### config.mk
export PLATFORM = sky130hd
export DESIGN_NAME = eeprom_burst_ctrl
export DESIGN_NICKNAME = d
export VERILOG_FILES = /design/src/rtl/eeb_pkg.sv /design/src/rtl/eeb_regs.sv /design/src/rtl/eeb_engine.sv /design/src/rtl/eeprom_burst_ctrl.sv
export SDC_FILE = /design/constraint.sdc
export NUM_CORES = 1
export LEC_CHECK = 0
export ABC_AREA = 0
export ABC_CLOCK_PERIOD_IN_PS = 2900
export BUFFER_PORTS_ARGS = -buffer_cell sky130_fd_sc_hd__buf_2
export CAP_MARGIN = 20
export CORE_MARGIN = 2
export CORE_UTILIZATION = 45
export CTS_CLUSTER_SIZE = 8
export DETAILED_ROUTE_END_ITERATION = 7
export PLACE_DENSITY = 0.67
export SLEW_MARGIN = 20
export SYNTH_ARGS = -nofsm -noshare
export SYNTH_HDL_FRONTEND = slang
export SYNTH_HIERARCHICAL = 1
export SYNTH_SLANG_ARGS = --single-unit
export TNS_END_PERCENT = 50
### constraint.sdc
create_clock -name clk_i -period 2.9 [get_ports clk_i]
set_input_delay 0.145 -clock clk_i [delete_from_list [all_inputs] [get_ports clk_i]]
set_output_delay 0.145 -clock clk_i [all_outputs]
set_load 0.05 [all_outputs]
### src/rtl/eeb_pkg.sv
package eeb_pkg;
  typedef enum logic [2:0] {
    ST_IDLE, ST_SINGLE, ST_LO, ST_HI, ST_DAT
  } eng_st_e;

  localparam logic [2:0] IDX_CMD   = 3'd0;
  localparam logic [2:0] IDX_ADDR  = 3'd1;
  localparam logic [2:0] IDX_DATA  = 3'd2;
  localparam logic [2:0] IDX_BASE  = 3'd3;
  localparam logic [2:0] IDX_BURST = 3'd4;
endpackage

### src/rtl/eeb_regs.sv
module eeb_regs
  import eeb_pkg::*;
#(
  parameter int EE_AW  = 16,
  parameter int BASE_W = 9
) (
  input  logic              clk_i,
  input  logic              rst_ni,
  input  logic              reg_we_i,
  input  logic [2:0]        reg_addr_i,
  input  logic [EE_AW-1:0]  reg_wdata_i,
  output logic [EE_AW-1:0]  reg_rdata_o,
  input  logic              busy_i,
  input  logic              rd_pend_i,
  input  logic              wr_pend_i,
  input  logic              burst_i,
  input  logic              rd_valid_i,
  input  logic [7:0]        rd_byte_i,
  output logic              start_rd_o,
  output logic              start_wr_o,
  output logic              start_burst_o,
  output logic [EE_AW-1:0]  addr_o,
  output logic [7:0]        data_o,
  output logic [BASE_W-1:0] base_o
);
  logic wr_ok;
  assign wr_ok = reg_we_i && !busy_i;

  // read wins when both request bits are set
  assign start_rd_o    = wr_ok && (reg_addr_i == IDX_CMD) && reg_wdata_i[1];
  assign start_wr_o    = wr_ok && (reg_addr_i == IDX_CMD) && reg_wdata_i[0] && !reg_wdata_i[1];
  assign start_burst_o = wr_ok && (reg_addr_i == IDX_BURST) && reg_wdata_i[0];

  always_ff @(posedge clk_i or negedge rst_ni) begin
    if (!rst_ni) begin
      addr_o <= '0;
      data_o <= '0;
      base_o <= '0;
    end else begin
      if (wr_ok && reg_addr_i == IDX_ADDR) addr_o <= reg_wdata_i;
      if (wr_ok && reg_addr_i == IDX_BASE) base_o <= reg_wdata_i[BASE_W-1:0];
      if (rd_valid_i)                          data_o <= rd_byte_i;
      else if (wr_ok && reg_addr_i == IDX_DATA) data_o <= reg_wdata_i[7:0];
    end
  end

  always_comb begin
    reg_rdata_o = '0;
    unique case (reg_addr_i)
      IDX_CMD:   reg_rdata_o[2:0] = {busy_i, rd_pend_i, wr_pend_i};
      IDX_ADDR:  reg_rdata_o = addr_o;
      IDX_DATA:  reg_rdata_o[7:0] = data_o;
      IDX_BASE:  reg_rdata_o[BASE_W-1:0] = base_o;
      IDX_BURST: reg_rdata_o[0] = burst_i;
      default:   reg_rdata_o = '0;
    endcase
  end
endmodule

### src/rtl/eeb_engine.sv
module eeb_engine
  import eeb_pkg::*;
#(
  parameter int EE_AW  = 16,
  parameter int MEM_AW = 24,
  parameter int LOW_W  = 15
) (
  input  logic                     clk_i,
  input  logic                     rst_ni,
  input  logic                     start_rd_i,
  input  logic                     start_wr_i,
  input  logic                     start_burst_i,
  input  logic [EE_AW-1:0]         addr_i,
  input  logic [7:0]               wdata_i,
  input  logic [MEM_AW-LOW_W-1:0]  base_i,
  output logic                     busy_o,
  output logic                     rd_pend_o,
  output logic                     wr_pend_o,
  output logic                     burst_o,
  output logic                     rd_valid_o,
  output logic [7:0]               rd_byte_o,
  output logic                     eep_req_o,
  output logic                     eep_we_o,
  output logic [EE_AW-1:0]         eep_addr_o,
  output logic [7:0]               eep_wdata_o,
  input  logic [7:0]               eep_rdata_i,
  input  logic                     eep_done_i,
  output logic                     mem_we_o,
  output logic [MEM_AW-1:0]        mem_addr_o,
  output logic [7:0]               mem_data_o
);
  localparam int HI_KEEP = LOW_W - 8;

  eng_st_e              st_q;
  logic                 req_q, we_q;
  logic [EE_AW-1:0]     op_addr_q, nxt_ptr_q;
  logic [7:0]           wdata_q, lo_q;
  logic [HI_KEEP-1:0]   hi_q;

  assign busy_o      = (st_q != ST_IDLE);
  assign rd_pend_o   = (st_q == ST_SINGLE) && !we_q;
  assign wr_pend_o   = (st_q == ST_SINGLE) && we_q;
  assign burst_o     = (st_q == ST_LO) || (st_q == ST_HI) || (st_q == ST_DAT);
  assign rd_valid_o  = (st_q == ST_SINGLE) && !we_q && req_q && eep_done_i;
  assign rd_byte_o   = eep_rdata_i;
  assign eep_req_o   = req_q;
  assign eep_we_o    = we_q;
  assign eep_addr_o  = op_addr_q;
  assign eep_wdata_o = wdata_q;

  always_ff @(posedge clk_i or negedge rst_ni) begin
    if (!rst_ni) begin
      st_q       <= ST_IDLE;
      req_q      <= 1'b0;
      we_q       <= 1'b0;
      op_addr_q  <= '0;
      nxt_ptr_q  <= '0;
      wdata_q    <= '0;
      lo_q       <= '0;
      hi_q       <= '0;
      mem_we_o   <= 1'b0;
      mem_addr_o <= '0;
      mem_data_o <= '0;
    end else begin
      mem_we_o <= 1'b0;
      if (st_q == ST_IDLE) begin
        if (start_rd_i || start_wr_i) begin
          st_q      <= ST_SINGLE;
          op_addr_q <= addr_i;
          we_q      <= start_wr_i;
          wdata_q   <= wdata_i;
          req_q     <= 1'b1;
        end else if (start_burst_i) begin
          st_q      <= ST_LO;
          op_addr_q <= nxt_ptr_q;
          we_q      <= 1'b0;
          req_q     <= 1'b1;
        end
      end else if (!req_q) begin
        // gap cycle between burst bytes
        req_q     <= 1'b1;
        op_addr_q <= nxt_ptr_q;
      end else if (eep_done_i) begin
        req_q     <= 1'b0;
        nxt_ptr_q <= op_addr_q + 1'b1;
        unique case (st_q)
          ST_SINGLE: st_q <= ST_IDLE;
          ST_LO: begin
            lo_q <= eep_rdata_i;
            st_q <= ST_HI;
          end
          ST_HI: begin
            if ({eep_rdata_i, lo_q} == 16'hFFFF) st_q <= ST_IDLE;
            else begin
              hi_q <= eep_rdata_i[HI_KEEP-1:0];
              st_q <= ST_DAT;
            end
          end
          ST_DAT: begin
            mem_we_o   <= 1'b1;
            mem_addr_o <= {base_i, hi_q, lo_q};
            mem_data_o <= eep_rdata_i;
            st_q       <= ST_LO;
          end
          default: st_q <= ST_IDLE;
        endcase
      end
    end
  end

  p_req_hold_r5: assert property (@(posedge clk_i) disable iff (!rst_ni)
    eep_req_o && !eep_done_i |=> eep_req_o && $stable(eep_addr_o) && $stable(eep_we_o) && $stable(eep_wdata_o));
  p_req_gap_r5: assert property (@(posedge clk_i) disable iff (!rst_ni)
    eep_req_o && eep_done_i |=> !eep_req_o);
  p_idle_quiet_r6: assert property (@(posedge clk_i) disable iff (!rst_ni)
    !busy_o |-> !eep_req_o);
  p_mem_pulse_r11: assert property (@(posedge clk_i) disable iff (!rst_ni)
    mem_we_o |=> !mem_we_o);
endmodule

### src/rtl/eeprom_burst_ctrl.sv
module eeprom_burst_ctrl #(
  parameter int EE_AW  = 16,
  parameter int MEM_AW = 24,
  parameter int LOW_W  = 15
) (
  input  logic              clk_i,
  input  logic              rst_ni,
  input  logic              reg_we_i,
  input  logic [2:0]        reg_addr_i,
  input  logic [EE_AW-1:0]  reg_wdata_i,
  output logic [EE_AW-1:0]  reg_rdata_o,
  output logic              eep_req_o,
  output logic              eep_we_o,
  output logic [EE_AW-1:0]  eep_addr_o,
  output logic [7:0]        eep_wdata_o,
  input  logic [7:0]        eep_rdata_i,
  input  logic              eep_done_i,
  output logic              mem_we_o,
  output logic [MEM_AW-1:0] mem_addr_o,
  output logic [7:0]        mem_data_o
);
  localparam int BASE_W = MEM_AW - LOW_W;

  logic busy, rd_pend, wr_pend, burst, rd_valid;
  logic start_rd, start_wr, start_burst;
  logic [7:0] rd_byte, data_q;
  logic [EE_AW-1:0] addr_q;
  logic [BASE_W-1:0] base_q;

  eeb_regs #(.EE_AW(EE_AW), .BASE_W(BASE_W)) u_regs (
    .clk_i, .rst_ni, .reg_we_i, .reg_addr_i, .reg_wdata_i, .reg_rdata_o,
    .busy_i(busy), .rd_pend_i(rd_pend), .wr_pend_i(wr_pend), .burst_i(burst),
    .rd_valid_i(rd_valid), .rd_byte_i(rd_byte),
    .start_rd_o(start_rd), .start_wr_o(start_wr), .start_burst_o(start_burst),
    .addr_o(addr_q), .data_o(data_q), .base_o(base_q)
  );

  eeb_engine #(.EE_AW(EE_AW), .MEM_AW(MEM_AW), .LOW_W(LOW_W)) u_engine (
    .clk_i, .rst_ni,
    .start_rd_i(start_rd), .start_wr_i(start_wr), .start_burst_i(start_burst),
    .addr_i(addr_q), .wdata_i(data_q), .base_i(base_q),
    .busy_o(busy), .rd_pend_o(rd_pend), .wr_pend_o(wr_pend), .burst_o(burst),
    .rd_valid_o(rd_valid), .rd_byte_o(rd_byte),
    .eep_req_o, .eep_we_o, .eep_addr_o, .eep_wdata_o, .eep_rdata_i, .eep_done_i,
    .mem_we_o, .mem_addr_o, .mem_data_o
  );

  p_mem_base_r11: assert property (@(posedge clk_i) disable iff (!rst_ni)
    mem_we_o |-> mem_addr_o[MEM_AW-1:LOW_W] == base_q);
  p_busy_hold_r6: assert property (@(posedge clk_i) disable iff (!rst_ni)
    busy && reg_we_i && reg_addr_i == 3'd3 |=> $stable(base_q));
endmodule

==> results list <==
- Cell type contributing the most total cell area after synthesis: sky130_fd_sc_hd__dfrtp_1
- Entering global routing, the biggest net connects 127 pins.
- Initial standard-cell utilization of the core: 45.9%
- Of the synthesized area, sequential elements account for 54.7%.
- Worst-case clock buffer depth: 2
- In this run the core area contains 41 standard-cell rows.
* Count of max-cap constraint violations: 0
- Derived from the worst setup path, the maximum achievable clock frequency is 374 MHz.
* DRC viols: 0
- Fraction of post-synthesis cell area in the top cell type by area: 54.7%
- The via count of the first global-routing pass came to 4042.
* Mean Syn Cell Area: 12.4 um^2
- Category of the most critical setup path: reg2reg
- Critical path data required time: 3.18 ns
* Post-route cell area: 0.00706 mm^2
* Flop and latch count out of synthesis: 126
- Fin crit period: 2.68 ns
- Total count of max-transition violations in the final report: 0
- Routability-driven placement finished with a final weighted congestion of 0.797.
- After synthesis, the cell types taking the most area are sky130_fd_sc_hd__dfrtp_1 55%, sky130_fd_sc_hd__mux2_2 17%, sky130_fd_sc_hd__mux2i_1 3.3%.
- Counting distinct cell types in the post-synthesis netlist gives 47.
- The count of endpoints failing hold in the final timing report was 0.
- Average routed wire per standard cell: 17.8 um
- For this run, the detailed router's first-pass iteration total came to 4.
- Clock Pin Slew Worst Setup and Hold Paths: 0.06 ns
- Global-route usage over all layers: 20.8%
* Area growth, synth to finish: 22.4%
- Max FO, Critical Path: 16
- The count of nets left with antenna violations once routing finished came out at 0.
- Die extent in x: 117 um
- For this block, the via count after detailed routing is 4055.
- The run finished with clean final reports.
- Post-layout net count: 608
* Share of the clock period used by the worst path: 92.3%
- 106 I/O pins were placed.
* Power density of the placed cells: 1220 mW/mm^2
- H-tree depth: 4
- Die Area: 0.0137 mm^2
- Leftover overflow at the end of global routing: 0
* Placement-stage worst setup slack: 0.286 ns
- Measured in cells, the most critical reg-to-reg path has a length of 10.
* TritonCTS clock tree: yes
- Post-CTS timing repair inserted 0 buffers for setup.
* Ratio of routed vias to standard cells: 5.32
* Global-route wire length before repair: 21200 um
- Synthesis produced a netlist with a net count of 496.
- Unrepaired setup endpoints after global routing: false
- Once placement finished, the instance area stood at 0.00640 mm^2.
- The region available for standard cell placement spans 0.0126 mm^2.
- Cell count after synthesis: 464
- After synthesis, the share of flip-flops with an asynchronous set or reset is 100%.
- The worst hold path belongs to the class in2reg.
- Top FF cell, synth: sky130_fd_sc_hd__dfrtp_1
- Peak supply drop: 0.000666 V
* Normalized max-slew margin: 48.1%
- Setup violations remaining at the end of the flow were counted as 0.
- The synthesized design contains 0 enable-type register cells.
- Number of I/O port buffers: 105
- Worst path setup slack after routing: 0.223 ns
- Summed over all nets, the half-perimeter wirelength after detailed placement is 9360 um.
- Worst Path Arrival: 2.96 ns
- Clock net sink count: 126
* Post-route setup TNS: 0 ns
- Detailed Route Iter0 Violations: 312
- From bottom edge to top edge, the die measures 117 um.
- Hold Path Depth: 2
- Count of yosys warnings during synthesis: 6
* Pin slew with the least headroom to its limit: 0.775 ns
- In this run the static leakage power is 3.27 nW.
- Insertion delay to the later sink of the worst-skew pair: 0.43 ns
* Worst Setup End Kind: register
- Cell at the root of the clock tree: sky130_fd_sc_hd__clkbuf_16
- Total standard cell area after synthesis: 0.00577 mm^2
- Element type at the critical path start: register
- Summed over all layers, the routed wires come to 13600 um.
* Number of antenna violations at the first check in global routing: 0
- Fraction of final layout cells with drive strength greater than 1: 41.6%
* CTS Buf Count: 17
- Clock tree skew after final layout: 0.0163 ns
==> flip-flops by register name, summed over array words and instances (netlist names), 8 cells and up <==
name	count
u_engine/mem_data_o	8
u_engine/nxt_ptr_q	16
u_engine/eep_addr_o	16
u_engine/eep_wdata_o	8
u_regs/addr_o	16
u_engine/mem_addr_o	24
u_engine/lo_q	8
u_regs/data_o	8
u_regs/base_o	9
==> per-layer routing <==
metal  vias to the layer above  wire length [um]  track usage (%)
met3                        19               740             6.28
met2                       107              6790             32.4
met5                         -                 0                0
met1                      2043              5860             27.4
met4                         0               209             8.00
li1                       1886                 -                -
==> final timing paths <==
kind                                              startpoint  slack (ns)                                  end
max in group asynchronous                             rst_ni        1.97    u_engine/nxt_ptr_q[5]$_DFFE_PN0P_
setup reg to reg                u_engine/st_q[0]$_DFFE_PN0P_        0.22  u_engine/eep_addr_o[14]$_DFFE_PN0P_
setup / recovery                u_engine/st_q[0]$_DFFE_PN0P_        0.22  u_engine/eep_addr_o[14]$_DFFE_PN0P_
hold / removal                                reg_wdata_i[3]        0.01         u_regs/base_o[3]$_DFFE_PN0P_
hold reg to reg            u_engine/nxt_ptr_q[2]$_DFFE_PN0P_        0.48    u_engine/nxt_ptr_q[2]$_DFFE_PN0P_
min in group asynchronous                             rst_ni        0.32   u_engine/eep_addr_o[2]$_DFFE_PN0P_
==> area by class of cell <==
class | count | area, um^2
diodes | 1 | 2.50
clock buffers | 19 | 443
clock inverters | 13 | 129
fillers | 1078 | 5500
inverters | 5 | 18.8
multi-input cells | 303 | 2390
flip-flops and latches | 126 | 3150
well taps | 172 | 215
repair buffers | 123 | 711
==> cells by family (layout without fill, tap and decap cells) <==
logic type               Yosys count  count (layout)  synth area share, %
adder cells (fa/ha/maj)            1               1                0.217
AND/OR/NAND/NOR                  111             111                 10.8
XOR/XNOR                          14              14                 2.13
AO/OA/AOI/OAI                     69              69                 7.05
flip-flops                       126             126                 54.7
multiplexers                     108             108                 21.3
other                              0               1                    0
buffers and inverters             35             160                 3.95
==> critical path: stages (launching register included) <==
cell                      delay [ns]
sky130_fd_sc_hd__dfrtp_1        0.48
sky130_fd_sc_hd__nor3_4         0.32
sky130_fd_sc_hd__inv_2          0.14
sky130_fd_sc_hd__nor3b_1        0.35
sky130_fd_sc_hd__nand3_1        0.12
sky130_fd_sc_hd__nor2_1         0.22
sky130_fd_sc_hd__nor2_1         0.17
sky130_fd_sc_hd__nor2_8         0.22
sky130_fd_sc_hd__buf_12         0.21
sky130_fd_sc_hd__mux2i_1        0.20
sky130_fd_sc_hd__a21oi_1        0.09
==> cell usage after synthesis (all sizes together) (5+ instances only) <==
library cell  instances
mux2                 86
a2bb2oi               7
nor2                 33
a31oi                 8
mux2i                19
nand4                 8
nor4                  7
clkbuf                5
nor3                  8
dfrtp               126
xnor2                12
a22oi                 5
nand2                22
buf                  25
and2                  7
nand3                10
o21ai                28
a21oi                17
==> metrics by stage <==
stage                     hold WS, ns  utilization, %  power (W)  std cells
after floorplan                -0.151               -    0.00567        464
final                          0.0117            56.2    0.00862        762
after detailed placement        0.315            50.9    0.00658        720
after global placement          0.310            50.9    0.00646        720
after global routing           0.0156            56.2    0.00908        761
after CTS                     0.00209            56.2    0.00869        761
==> cell usage in the layout (no fill, tap or decap), types with 8 or more instances in the layout <==
cell type	instances
sky130_fd_sc_hd__a31oi_1	8
sky130_fd_sc_hd__a21oi_1	17
sky130_fd_sc_hd__buf_4	8
sky130_fd_sc_hd__o21ai_0	28
sky130_fd_sc_hd__dlygate4sd3_1	9
sky130_fd_sc_hd__dfrtp_1	126
sky130_fd_sc_hd__mux2_2	86
sky130_fd_sc_hd__buf_2	104
sky130_fd_sc_hd__nor2_1	32
sky130_fd_sc_hd__nand3_1	9
sky130_fd_sc_hd__mux2i_1	18
sky130_fd_sc_hd__nand2_1	22
sky130_fd_sc_hd__clkbuf_16	17
sky130_fd_sc_hd__xnor2_1	12
==> repair_timing <==
| item | 4_1_cts | 5_1_grt |
|---|---|---|
| endpoints found under the hold margin | 135 | 0 |
| endpoints found under the setup margin | 0 | 0 |
| hold buffers | 9 | 0 |
| gates resized for setup | 0 | 0 |
==> power breakdown <==
| part | switching [W] | internal (W) | total [W] |
|---|---|---|---|
| combinational | 0.00221 | 0.00115 | 0.00336 |
| sequential | 0.000669 | 0.00254 | 0.00321 |
| clock | 0.000825 | 0.00122 | 0.00204 |
| total | 0.00370 | 0.00491 | 0.00862 |
Note: power is estimated with default switching activity, not from simulation.
